==> src/rtl/rxf_pkg.sv <==
package rxf_pkg;
  localparam int MAC_W   = 48;
  localparam int HASH_W  = 6;
  localparam int TBL_W   = 1 << HASH_W;
  localparam int NUM_ST  = 2;
  localparam int REG_AW  = 8;
  localparam int REG_DW  = 32;

  localparam logic [REG_AW-1:0] OFS_ST_BASE = 8'h00;
  localparam logic [REG_AW-1:0] OFS_TBL_LO  = 8'h10;
  localparam logic [REG_AW-1:0] OFS_TBL_HI  = 8'h14;
  localparam logic [REG_AW-1:0] OFS_CTL     = 8'h1C;

  typedef struct packed {
    logic [NUM_ST-1:0][MAC_W-1:0] station;
    logic [NUM_ST-1:0]            st_en;
    logic [TBL_W-1:0]             grp_tbl;
    logic                         grp_any;
    logic                         bc_en;
  } filt_cfg_t;
endpackage

==> src/rtl/rxf_regs.sv <==
module rxf_regs
  import rxf_pkg::*;
(
  input  logic              clk,
  input  logic              rst_n,
  input  logic              we_i,
  input  logic [REG_AW-1:0] addr_i,
  input  logic [REG_DW-1:0] wdata_i,
  output logic [REG_DW-1:0] rdata_o,
  output filt_cfg_t         cfg_o
);
  logic [REG_DW-1:0] st_lo [NUM_ST];
  logic [REG_DW-1:0] st_hi [NUM_ST];
  logic [REG_DW-1:0] tbl_lo, tbl_hi, ctl;

  always_ff @(posedge clk) begin
    if (!rst_n) begin
      for (int s = 0; s < NUM_ST; s++) begin
        st_lo[s] <= '0;
        st_hi[s] <= '0;
      end
      tbl_lo <= '0;
      tbl_hi <= '0;
      ctl    <= '0;
    end else if (we_i) begin
      for (int s = 0; s < NUM_ST; s++) begin
        if (addr_i == OFS_ST_BASE + REG_AW'(8*s))     st_lo[s] <= wdata_i;
        if (addr_i == OFS_ST_BASE + REG_AW'(8*s + 4)) st_hi[s] <= wdata_i;
      end
      if (addr_i == OFS_TBL_LO) tbl_lo <= wdata_i;
      if (addr_i == OFS_TBL_HI) tbl_hi <= wdata_i;
      if (addr_i == OFS_CTL)    ctl    <= wdata_i;
    end
  end

  always_comb begin
    rdata_o = '0;
    for (int s = 0; s < NUM_ST; s++) begin
      if (addr_i == OFS_ST_BASE + REG_AW'(8*s))     rdata_o = st_lo[s];
      if (addr_i == OFS_ST_BASE + REG_AW'(8*s + 4)) rdata_o = st_hi[s];
    end
    if (addr_i == OFS_TBL_LO) rdata_o = tbl_lo;
    if (addr_i == OFS_TBL_HI) rdata_o = tbl_hi;
    if (addr_i == OFS_CTL)    rdata_o = ctl;
  end

  always_comb begin
    for (int s = 0; s < NUM_ST; s++) begin
      cfg_o.station[s] = {st_hi[s][MAC_W-REG_DW-1:0], st_lo[s]};
      cfg_o.st_en[s]   = ctl[s];
    end
    cfg_o.grp_tbl = {tbl_hi, tbl_lo};
    cfg_o.grp_any = ctl[2];
    cfg_o.bc_en   = ctl[3];
  end

  // a table write is visible in the stored table on the next cycle
  p_tbl_wr_r2: assert property (@(posedge clk) disable iff (!rst_n)
    (we_i && addr_i == OFS_TBL_LO) |=> (cfg_o.grp_tbl[REG_DW-1:0] == $past(wdata_i)));
endmodule

==> src/rtl/rxf_hash.sv <==
module rxf_hash
  import rxf_pkg::*;
(
  input  logic [MAC_W-1:0]  addr_i,
  input  logic [TBL_W-1:0]  tbl_i,
  output logic [HASH_W-1:0] idx_o,
  output logic              hit_o
);
  localparam int NCH   = (MAC_W + HASH_W - 1) / HASH_W;
  localparam int PAD_W = NCH * HASH_W;

  logic [PAD_W-1:0]  padded;
  logic [HASH_W-1:0] chunk [NCH];

  assign padded = PAD_W'(addr_i);

  for (genvar c = 0; c < NCH; c++) begin : g_chunk
    assign chunk[c] = padded[c*HASH_W +: HASH_W];
  end

  always_comb begin
    idx_o = '0;
    for (int c = 0; c < NCH; c++) idx_o = idx_o ^ chunk[c];
  end

  assign hit_o = tbl_i[idx_o];
endmodule

==> src/rtl/rxf_match.sv <==
module rxf_match
  import rxf_pkg::*;
(
  input  filt_cfg_t        cfg_i,
  input  logic [MAC_W-1:0] dest_i,
  output logic             hit_o
);
  logic [NUM_ST-1:0] st_hit;
  logic              bc_hit, grp_gate, tbl_hit;
  logic [HASH_W-1:0] hidx;

  for (genvar s = 0; s < NUM_ST; s++) begin : g_st
    assign st_hit[s] = cfg_i.st_en[s] && (dest_i == cfg_i.station[s]);
  end

  assign bc_hit   = cfg_i.bc_en && (&dest_i);
  assign grp_gate = cfg_i.grp_any || dest_i[0];

  rxf_hash u_hash (
    .addr_i (dest_i),
    .tbl_i  (cfg_i.grp_tbl),
    .idx_o  (hidx),
    .hit_o  (tbl_hit)
  );

  assign hit_o = (|st_hit) || bc_hit || (grp_gate && tbl_hit);
endmodule

==> src/rtl/rx_dest_filter.sv <==
module rx_dest_filter
  import rxf_pkg::*;
#(
  parameter int MAX_LEN = 1536,
  parameter int MIN_LEN = 12
) (
  input  logic              clk,
  input  logic              rst_n,
  input  logic              in_valid,
  output logic              in_ready,
  input  logic [7:0]        in_data,
  input  logic              in_sof,
  input  logic              in_eof,
  input  logic              buf_busy,
  input  logic              reg_we,
  input  logic [REG_AW-1:0] reg_addr,
  input  logic [REG_DW-1:0] reg_wdata,
  output logic [REG_DW-1:0] reg_rdata,
  output logic              verdict_valid,
  output logic              verdict_accept,
  output logic              verdict_error
);
  localparam int ADDR_BYTES = MAC_W / 8;
  localparam int LAST_AB    = ADDR_BYTES - 1;
  localparam int SAT        = MAX_LEN + 1;
  localparam int CW         = $clog2(SAT + 1);

  filt_cfg_t cfg_live, cfg_snap, cfg_use;
  logic [LAST_AB-1:0][7:0] abuf;
  logic [CW-1:0] cnt, idx, len;
  logic          in_frame, addr_ok;
  logic          take, at_dec, addr_hit, pass;
  logic          vld_d, acc_d, err_d;

  assign in_ready = 1'b1;

  rxf_regs u_regs (
    .clk     (clk),
    .rst_n   (rst_n),
    .we_i    (reg_we),
    .addr_i  (reg_addr),
    .wdata_i (reg_wdata),
    .rdata_o (reg_rdata),
    .cfg_o   (cfg_live)
  );

  assign take    = in_valid && (in_sof || in_frame);
  assign idx     = in_sof ? '0 : cnt;
  assign len     = (idx == CW'(SAT)) ? CW'(SAT) : idx + CW'(1);
  assign cfg_use = in_sof ? cfg_live : cfg_snap;
  assign at_dec  = take && (idx == CW'(LAST_AB));

  rxf_match u_match (
    .cfg_i  (cfg_use),
    .dest_i ({in_data, abuf}),
    .hit_o  (addr_hit)
  );

  assign pass = at_dec ? addr_hit : ((idx > CW'(LAST_AB)) && addr_ok);

  always_comb begin
    vld_d = 1'b0;
    acc_d = 1'b0;
    err_d = 1'b0;
    if (take && in_eof) begin
      vld_d = 1'b1;
      if (pass && len >= CW'(MIN_LEN)) begin
        if (len > CW'(MAX_LEN) || buf_busy) err_d = 1'b1;
        else                                acc_d = 1'b1;
      end
    end else if (at_dec && !addr_hit) begin
      vld_d = 1'b1;
    end
  end

  always_ff @(posedge clk) begin
    if (!rst_n) begin
      in_frame <= 1'b0;
      addr_ok  <= 1'b0;
      cnt      <= '0;
      abuf     <= '0;
      cfg_snap <= '0;
    end else if (take) begin
      cnt      <= len;
      in_frame <= !in_eof && !(at_dec && !addr_hit);
      if (in_sof) cfg_snap <= cfg_live;
      if (idx < CW'(LAST_AB)) abuf[idx[2:0]] <= in_data;
      if (at_dec) addr_ok <= addr_hit;
    end
  end

  always_ff @(posedge clk) begin
    if (!rst_n) begin
      verdict_valid  <= 1'b0;
      verdict_accept <= 1'b0;
      verdict_error  <= 1'b0;
    end else begin
      verdict_valid  <= vld_d;
      verdict_accept <= acc_d;
      verdict_error  <= err_d;
    end
  end

  // accept and error are exclusive
  p_excl_r11: assert property (@(posedge clk) disable iff (!rst_n)
    verdict_valid |-> !(verdict_accept && verdict_error));
  // flags are low without a strobe
  p_quiet_r11: assert property (@(posedge clk) disable iff (!rst_n)
    !verdict_valid |-> (!verdict_accept && !verdict_error));
  // acceptance follows an end byte
  p_acc_eof_r7: assert property (@(posedge clk) disable iff (!rst_n)
    (verdict_valid && verdict_accept) |-> $past(in_valid && in_eof));
  // error flag follows an end byte
  p_err_eof_r8: assert property (@(posedge clk) disable iff (!rst_n)
    (verdict_valid && verdict_error) |-> $past(in_valid && in_eof));
  // every verdict follows a taken byte
  p_vld_src_r6: assert property (@(posedge clk) disable iff (!rst_n)
    verdict_valid |-> $past(in_valid));
endmodule

==> config.mk <==
export PLATFORM = sky130hd
export DESIGN_NAME = rx_dest_filter
export DESIGN_NICKNAME = d
export VERILOG_FILES = /design/src/rtl/rxf_pkg.sv /design/src/rtl/rxf_regs.sv /design/src/rtl/rxf_hash.sv /design/src/rtl/rxf_match.sv /design/src/rtl/rx_dest_filter.sv
export SDC_FILE = /design/constraint.sdc
export NUM_CORES = 1
export LEC_CHECK = 0
export CORE_ASPECT_RATIO = 2
export CORE_MARGIN = 8
export CORE_UTILIZATION = 50
export DETAILED_ROUTE_END_ITERATION = 7
export GPL_TIMING_DRIVEN = 0
export PLACE_DENSITY_LB_ADDON = 0.3
export REMOVE_ABC_BUFFERS = 1
export SLEW_MARGIN = 20
export SYNTH_ARGS = -nofsm -noshare
export SYNTH_HDL_FRONTEND = slang
export SYNTH_SLANG_ARGS = --single-unit
==> constraint.sdc <==
create_clock -name clk -period 12.01 [get_ports clk]
set_input_delay 2.402 -clock clk [delete_from_list [all_inputs] [get_ports clk]]
set_output_delay 2.402 -clock clk [all_outputs]
set_load 0.005 [all_outputs]
### Word-level counts from Yosys, hierarchy flattened

Memory sizes are Yosys's and may differ from the RTL's.
Index checks and enable logic that the tools add are counted.

* register bits: 316
* bits in writable memories: 128
* bits of input ports: 55
* logic and storage cells: 121
* memories kept: 2

Memories
* u_regs.st_hi: depth 2, width 32, read ports 2, clocked after Yosys merged registers in 0, write ports 2, line rxf_regs.sv:13 `logic [REG_DW-1:0] st_hi [NUM_ST];`
* u_regs.st_lo: depth 2, width 32, read ports 2, clocked after Yosys merged registers in 0, write ports 2, line rxf_regs.sv:12 `logic [REG_DW-1:0] st_lo [NUM_ST];`

* add/sub/neg operators: 1
* magnitude comparators: 7
* equal/unequal tests: 10
* multiplexer cells: 41
* bitwise operators: 11
* reduce and logical (&&, ||, !) cells: 29

Operator list (count)
* two-way mux 32 bit: 11
* two-way mux 164 bit: 1
* == test 48 bit: 2
* AND reduction 48 bit: 1
* bitwise XOR 6 bit: 7
* bitwise mux 40 bit: 1
* demux 8 bit (select 3 bit): 1
* == test 8 x 5 -> 1 bit, second input constant: 3
* two-way mux 1 bit: 23
* two-way mux 11 bit: 2
* == test 8 x 4 -> 1 bit, second input constant: 2
* logical AND 1 bit: 12
* adder 11 x 1 -> 11 bit, second input constant: 1
* == test 11 bit, second input constant: 1
* == test 11 x 3 -> 1 bit, second input constant: 1
* >= comparator 11 x 4 -> 1 bit, second input constant: 1
* > comparator 11 bit, second input constant: 1
* > comparator 11 x 3 -> 1 bit, second input constant: 1
* < comparator 11 x 3 -> 1 bit, second input constant: 1
* AND reduction 2 bit: 5
* == test 8 x 3 -> 1 bit, second input constant: 1
* logical NOT 8 bit: 1
* two-way mux 8 bit: 1
* < comparator 6 x 7 -> 1 bit, second input constant: 1
* other kinds (8): 17

### Longest topological paths before layout

Gate-level depths: netlist (run 1).

* word-level depth: 15
* mapped depth: 15
* depth with buffers taken out: 11

### By module

From an unflattened synthesis (run 1), not the netlist that was laid out.

* cells, all modules: 2354
* area total of the unflattened synthesis: 22957.0 um^2

By module, submodules not included
* rx_dest_filter: instances 1, cells an instance 1188, area an instance 10745.3 um^2, sequential area each 4404.2 um^2
* rxf_regs: instances 1, cells an instance 924, area an instance 9935.8 um^2, sequential area each 5765.5 um^2
* rxf_match: instances 1, cells an instance 167, area an instance 1270.0 um^2, sequential area each 0.0 um^2
* rxf_hash: instances 1, cells an instance 75, area an instance 1006.0 um^2, sequential area each 0.0 um^2

### Worst setup path before layout (run 1)

Ideal clock, no wire load.

* path kind: input to register
* start: in reg_addr[1]
* end: mem u_regs.st_hi[0][0], enable pin
* setup time: 0.470 ns
* arrival: 6.120 ns
* data required time: 11.540 ns
* slack: 5.420 ns
* stages on the path: 5
* cell sequence: or4_1 > nor3_1 > clkbuf_1 > nand2_1 > o31ai_1

RTL lines
* start, declared: line rx_dest_filter.sv:16 `input logic [REG_AW-1:0] reg_addr,`
* end, declared: line rxf_regs.sv:13

### Worst setup path after layout (run 1)

* start: in reg_addr[1]
* end: out reg_rdata[23]

* longest elaborated chain between the ends: 8
* elaborated cells between the ends (all ways): 14
* those cells by class: eq/ne: 6; mux: 7; reduce/logical: 1

Ends and longest elaborated chain
* logical NOT 8 bit: line rxf_regs.sv:39 `if (addr_i == OFS_ST_BASE + REG_AW'(8*s)) rdata_o = st_lo[s];`
* two-way mux 32 bit: line rxf_regs.sv:39
* two-way mux 32 bit: line rxf_regs.sv:40 `if (addr_i == OFS_ST_BASE + REG_AW'(8*s + 4)) rdata_o = st_hi[s];`
* two-way mux 32 bit: line rxf_regs.sv:39
* two-way mux 32 bit: line rxf_regs.sv:40
* two-way mux 32 bit: line rxf_regs.sv:42 `if (addr_i == OFS_TBL_LO) rdata_o = tbl_lo;`
* two-way mux 32 bit: line rxf_regs.sv:43 `if (addr_i == OFS_TBL_HI) rdata_o = tbl_hi;`
* two-way mux 32 bit (*): line rxf_regs.sv:44 `if (addr_i == OFS_CTL) rdata_o = ctl;`
* end, declared: line rx_dest_filter.sv:18 `output logic [REG_DW-1:0] reg_rdata,`

Mark *: on every way between the ends. The rest lies on a longest branch, timed or not.

==> results.sh, run 1 <==
export IMPL_yosys_top_cells_count="nand2_1, dfxtp_1, a21oi_1"
export IMPL_status="complete, no violations"
export IMPL_p_leak_uw=0.00844
export IMPL_synth_edf_count=128
export IMPL_ys_warn_count=0
export IMPL_synth_compound_area_share_pct=11.1
export IMPL_synth_fa_ha_area_share_pct=0.116
export IMPL_drc=0
export IMPL_r2r_start="abuf[0]"
export IMPL_gp_congestion=0.931
export IMPL_htreeDepth=2
export IMPL_cts_resized=0
export IMPL_dpl_hpwl_um=47000
export IMPL_drt_iter0_drc=1689
export IMPL_cp_cell_sequence="clkdlybuf4s50_1 > or4_1 > nor2_1 > nand2_2 > nor3_2 > buf_6 > a221oi_1 > a21oi_1 > clkdlybuf4s50_1"
export IMPL_coreArea_mm2=0.0431
export IMPL_synth_cell_types=72
export IMPL_crit_top_cell="clkdlybuf4s50_1"
export IMPL_cts_tree="done"
export IMPL_antenna_found_initial=1
export IMPL_postRouteAntennaNets=0
export IMPL_postCtsSetupBuffers=0
export IMPL_gr_total_overflow=0
export IMPL_yosysTopAreaCell="dfxtp_1"
export IMPL_criticalPathCategory="in -> out"
export IMPL_end_kind="output port"
export IMPL_finalSetupTns_ns=0
export IMPL_slew_viol_final=0
export IMPL_cts_sinks=444
export IMPL_dr_pass1_iters=7
export IMPL_grtUsageTotal_pct=26.9
export IMPL_wl_um=68700
export IMPL_rsz0062_at_grt="false"
export IMPL_worstSetupStartpoint="reg_addr[1]"
export IMPL_die_h_um=310
export IMPL_fin_crit_ns=8.32
export IMPL_cts_root_buf="clkbuf_16"
export IMPL_cts_buffers=41
export IMPL_setup_violations=0
export IMPL_drive_above_1_share_pct=7.08
export IMPL_netlist_area_mm2=0.0216
export IMPL_dieArea_mm2=0.0505
export IMPL_crit_end="reg_rdata[23]"
export IMPL_die_width_um=163
export IMPL_grt_start_max_net_pins=96
export IMPL_syn_inst=2348
export IMPL_critPathArrivalTime_ns=5.92
export IMPL_ys_seq_area_share_pct=47.0
export IMPL_routedWlPerCell_um=23.8
export IMPL_clk_pin_slew_ns=0.06
export IMPL_start_kind="primary input"
export IMPL_fin_ws_ns=3.69
export IMPL_max_slew_margin_rel_pct=30.8
export IMPL_slowest_stage="nor3_2"
export IMPL_ys_async_sr_fraction_pct=0
export IMPL_diodes=0
export IMPL_avgSynthCellArea_um2=9.21
export IMPL_cp_required_ns=9.61
export IMPL_synth_seq_cells=444
export IMPL_worst_pin_slew_ns=1.03
export IMPL_synth_xor_area_share_pct=6.16
export IMPL_nNetsFinal=2357
export IMPL_clockBufferDepth=3
export IMPL_vias_per_cell=5.96
export IMPL_dp_slack_ns=3.86
export IMPL_rows=108
export IMPL_vias=17168
export IMPL_hold_path_class="reg -> reg"
export IMPL_r2r_end="in_frame"
export IMPL_synth_top_area_share_pct=29.3
export IMPL_r2r_slack_ns=8.36
export IMPL_whs_ns=0.452
export IMPL_postCtsHoldBufs=0
export IMPL_worstPathMaxFanout=25
export IMPL_r2r_cells=11
export IMPL_skew_ns=0.0279
export IMPL_clock_latency_ns=0.58
export IMPL_ys_flop_type="dfxtp_1"
export IMPL_synth_area_leaders="dfxtp_1, edfxtp_1, mux2i_1"
export IMPL_drv_cap=0
export IMPL_finalCritPeriodShare_pct=69.3
export IMPL_cp_slowest_stage_delay_ns=0.63
export IMPL_peakVddDrop_v=0.000126
export IMPL_synth_most_common_cell="nand2_1"
export IMPL_io_pin_count=91
export IMPL_p_per_area_mw_per_mm2=138
export IMPL_grt_pass1_wl_um=103000
export IMPL_start_util_pct=50.2
export IMPL_syn2layout_area_growth_pct=13.0
export IMPL_fmax_ghz=0.120
export IMPL_synthMuxAreaShare_pct=13.5
export IMPL_synth_top_family_by_area="simple AND/OR/NAND/NOR gates"
export IMPL_portBuffers=89
export IMPL_yosys_area_share_simple_pct=17.4
export IMPL_finalHoldViolCount=0
export IMPL_grt_pass1_vias=16446
==> cell families after synthesis <==
| kind of cell | Yosys count |
|---|---|
| AO/OA/AOI/OAI | 419 |
| flip-flops | 444 |
| other | 1 |
| adder cells (fa/ha/maj) | 2 |
| XOR/XNOR | 137 |
| multiplexers | 248 |
| buffers and inverters | 219 |
| AND/OR/NAND/NOR | 878 |
==> sequential cells by signal, summed over array words and instances (netlist names), 11 cells and up <==
signal,cells
u_regs.st_lo,64
abuf,40
u_regs.tbl_lo,32
cfg_snap,164
u_regs.st_hi,64
u_regs.ctl,32
cnt,11
u_regs.tbl_hi,32
==> worst min path at each step <==
stage,startpoint,to,slack [ns],cells after the start
3_3_place_gp,cfg_snap[1],cfg_snap[1],0.44,2
6_report,cfg_snap[55],cfg_snap[55],0.45,2
3_5_place_dp,cfg_snap[39],cfg_snap[39],0.44,2
2_1_floorplan,cfg_snap[13],cfg_snap[13],0.43,2
5_1_grt,cfg_snap[80],cfg_snap[80],0.46,2
4_1_cts,cfg_snap[60],cfg_snap[60],0.45,2
==> power breakdown <==
group	switching [µW]	internal (µW)	leakage [µW]
Sequential	31.0	1580	0.00377
Combinational	225	136	0.00397
Clock	589	798	0.000690
Total	845	2520	0.00844
==> final cells by class <==
type                    count  area [µm²]
fillers                  3785       18700
clock inverters            20         258
clock buffers              54        1140
repair buffers            121        1580
multi-input cells        1685       10600
inverters                   7        31.3
flip-flops and latches    444       10200
well taps                 550         688
==> critical path: cells and delay by family <==
family / cells / cell delay (ns)
buffers and inverters: 3 / 1.20
AND/OR/NAND/NOR: 4 / 1.87
AO/OA/AOI/OAI: 2 / 0.39
==> through the flow <==
stage / cells / utilization, % / total power, µW / cell area, µm²
floorplan: 2136 / - / 1830 / 20600
global placement: 2775 / 51.5 / 2010 / 22200
detailed placement: 2807 / 53.4 / 2000 / 23000
CTS: 2881 / 56.6 / 3370 / 24400
global route: 2881 / 56.7 / 3450 / 24400
finish: 2881 / 56.7 / 3360 / 24400
==> layer usage <==
metal  global-route usage [%]  up-vias  wire (µm)
li1                         -     7989          -
met1                     32.9     8227      26300
met2                     44.3      783      32900
met3                     3.47      167       4750
met4                     17.1        2       4730
met5                        0        -         13
==> layout by cell type, fill, tap and decap left out, types with 5 or more instances in the layout <==
master / instances
mux4_1: 12
clkbuf_16: 42
nand2_1: 555
nand2_2: 5
nor4_1: 20
buf_16: 18
a21oi_1: 312
nor3_1: 13
a221oi_1: 11
a22oi_1: 5
xnor2_1: 99
mux2i_1: 215
inv_1: 6
nand4_1: 27
clkdlybuf4s50_1: 86
o21ai_0: 18
nor2_1: 130
clkbuf_1: 8
and2_1: 65
xor2_1: 28
nand3_1: 18
edfxtp_1: 128
a211oi_1: 16
clkinv_2: 8
bufinv_16: 6
o221ai_1: 23
buf_6: 7
and3_1: 7
mux4_2: 19
dfxtp_1: 316
Power figures use the tool's default switching activity.
==> inputs of run 2 (changes only) <==
==> constraint.sdc (replaced) <==
create_clock -name clk -period 6.95 [get_ports clk]
set_input_delay 1.39 -clock clk [delete_from_list [all_inputs] [get_ports clk]]
set_output_delay 1.39 -clock clk [all_outputs]
set_load 0.005 [all_outputs]
==> results of run 2 <==
Same layout as run 1 (identical final DEF). Status: complete, no violations.
Main changes from that run: setup slack after placement 3.86 ns -> 0.827 ns; setup slack after layout 3.69 ns -> 0.657 ns; register-to-register setup slack 8.36 ns -> 3.30 ns; total power 3360 µW -> 5810 µW; worst IR drop on VDD 0.000126 V -> 0.000217 V
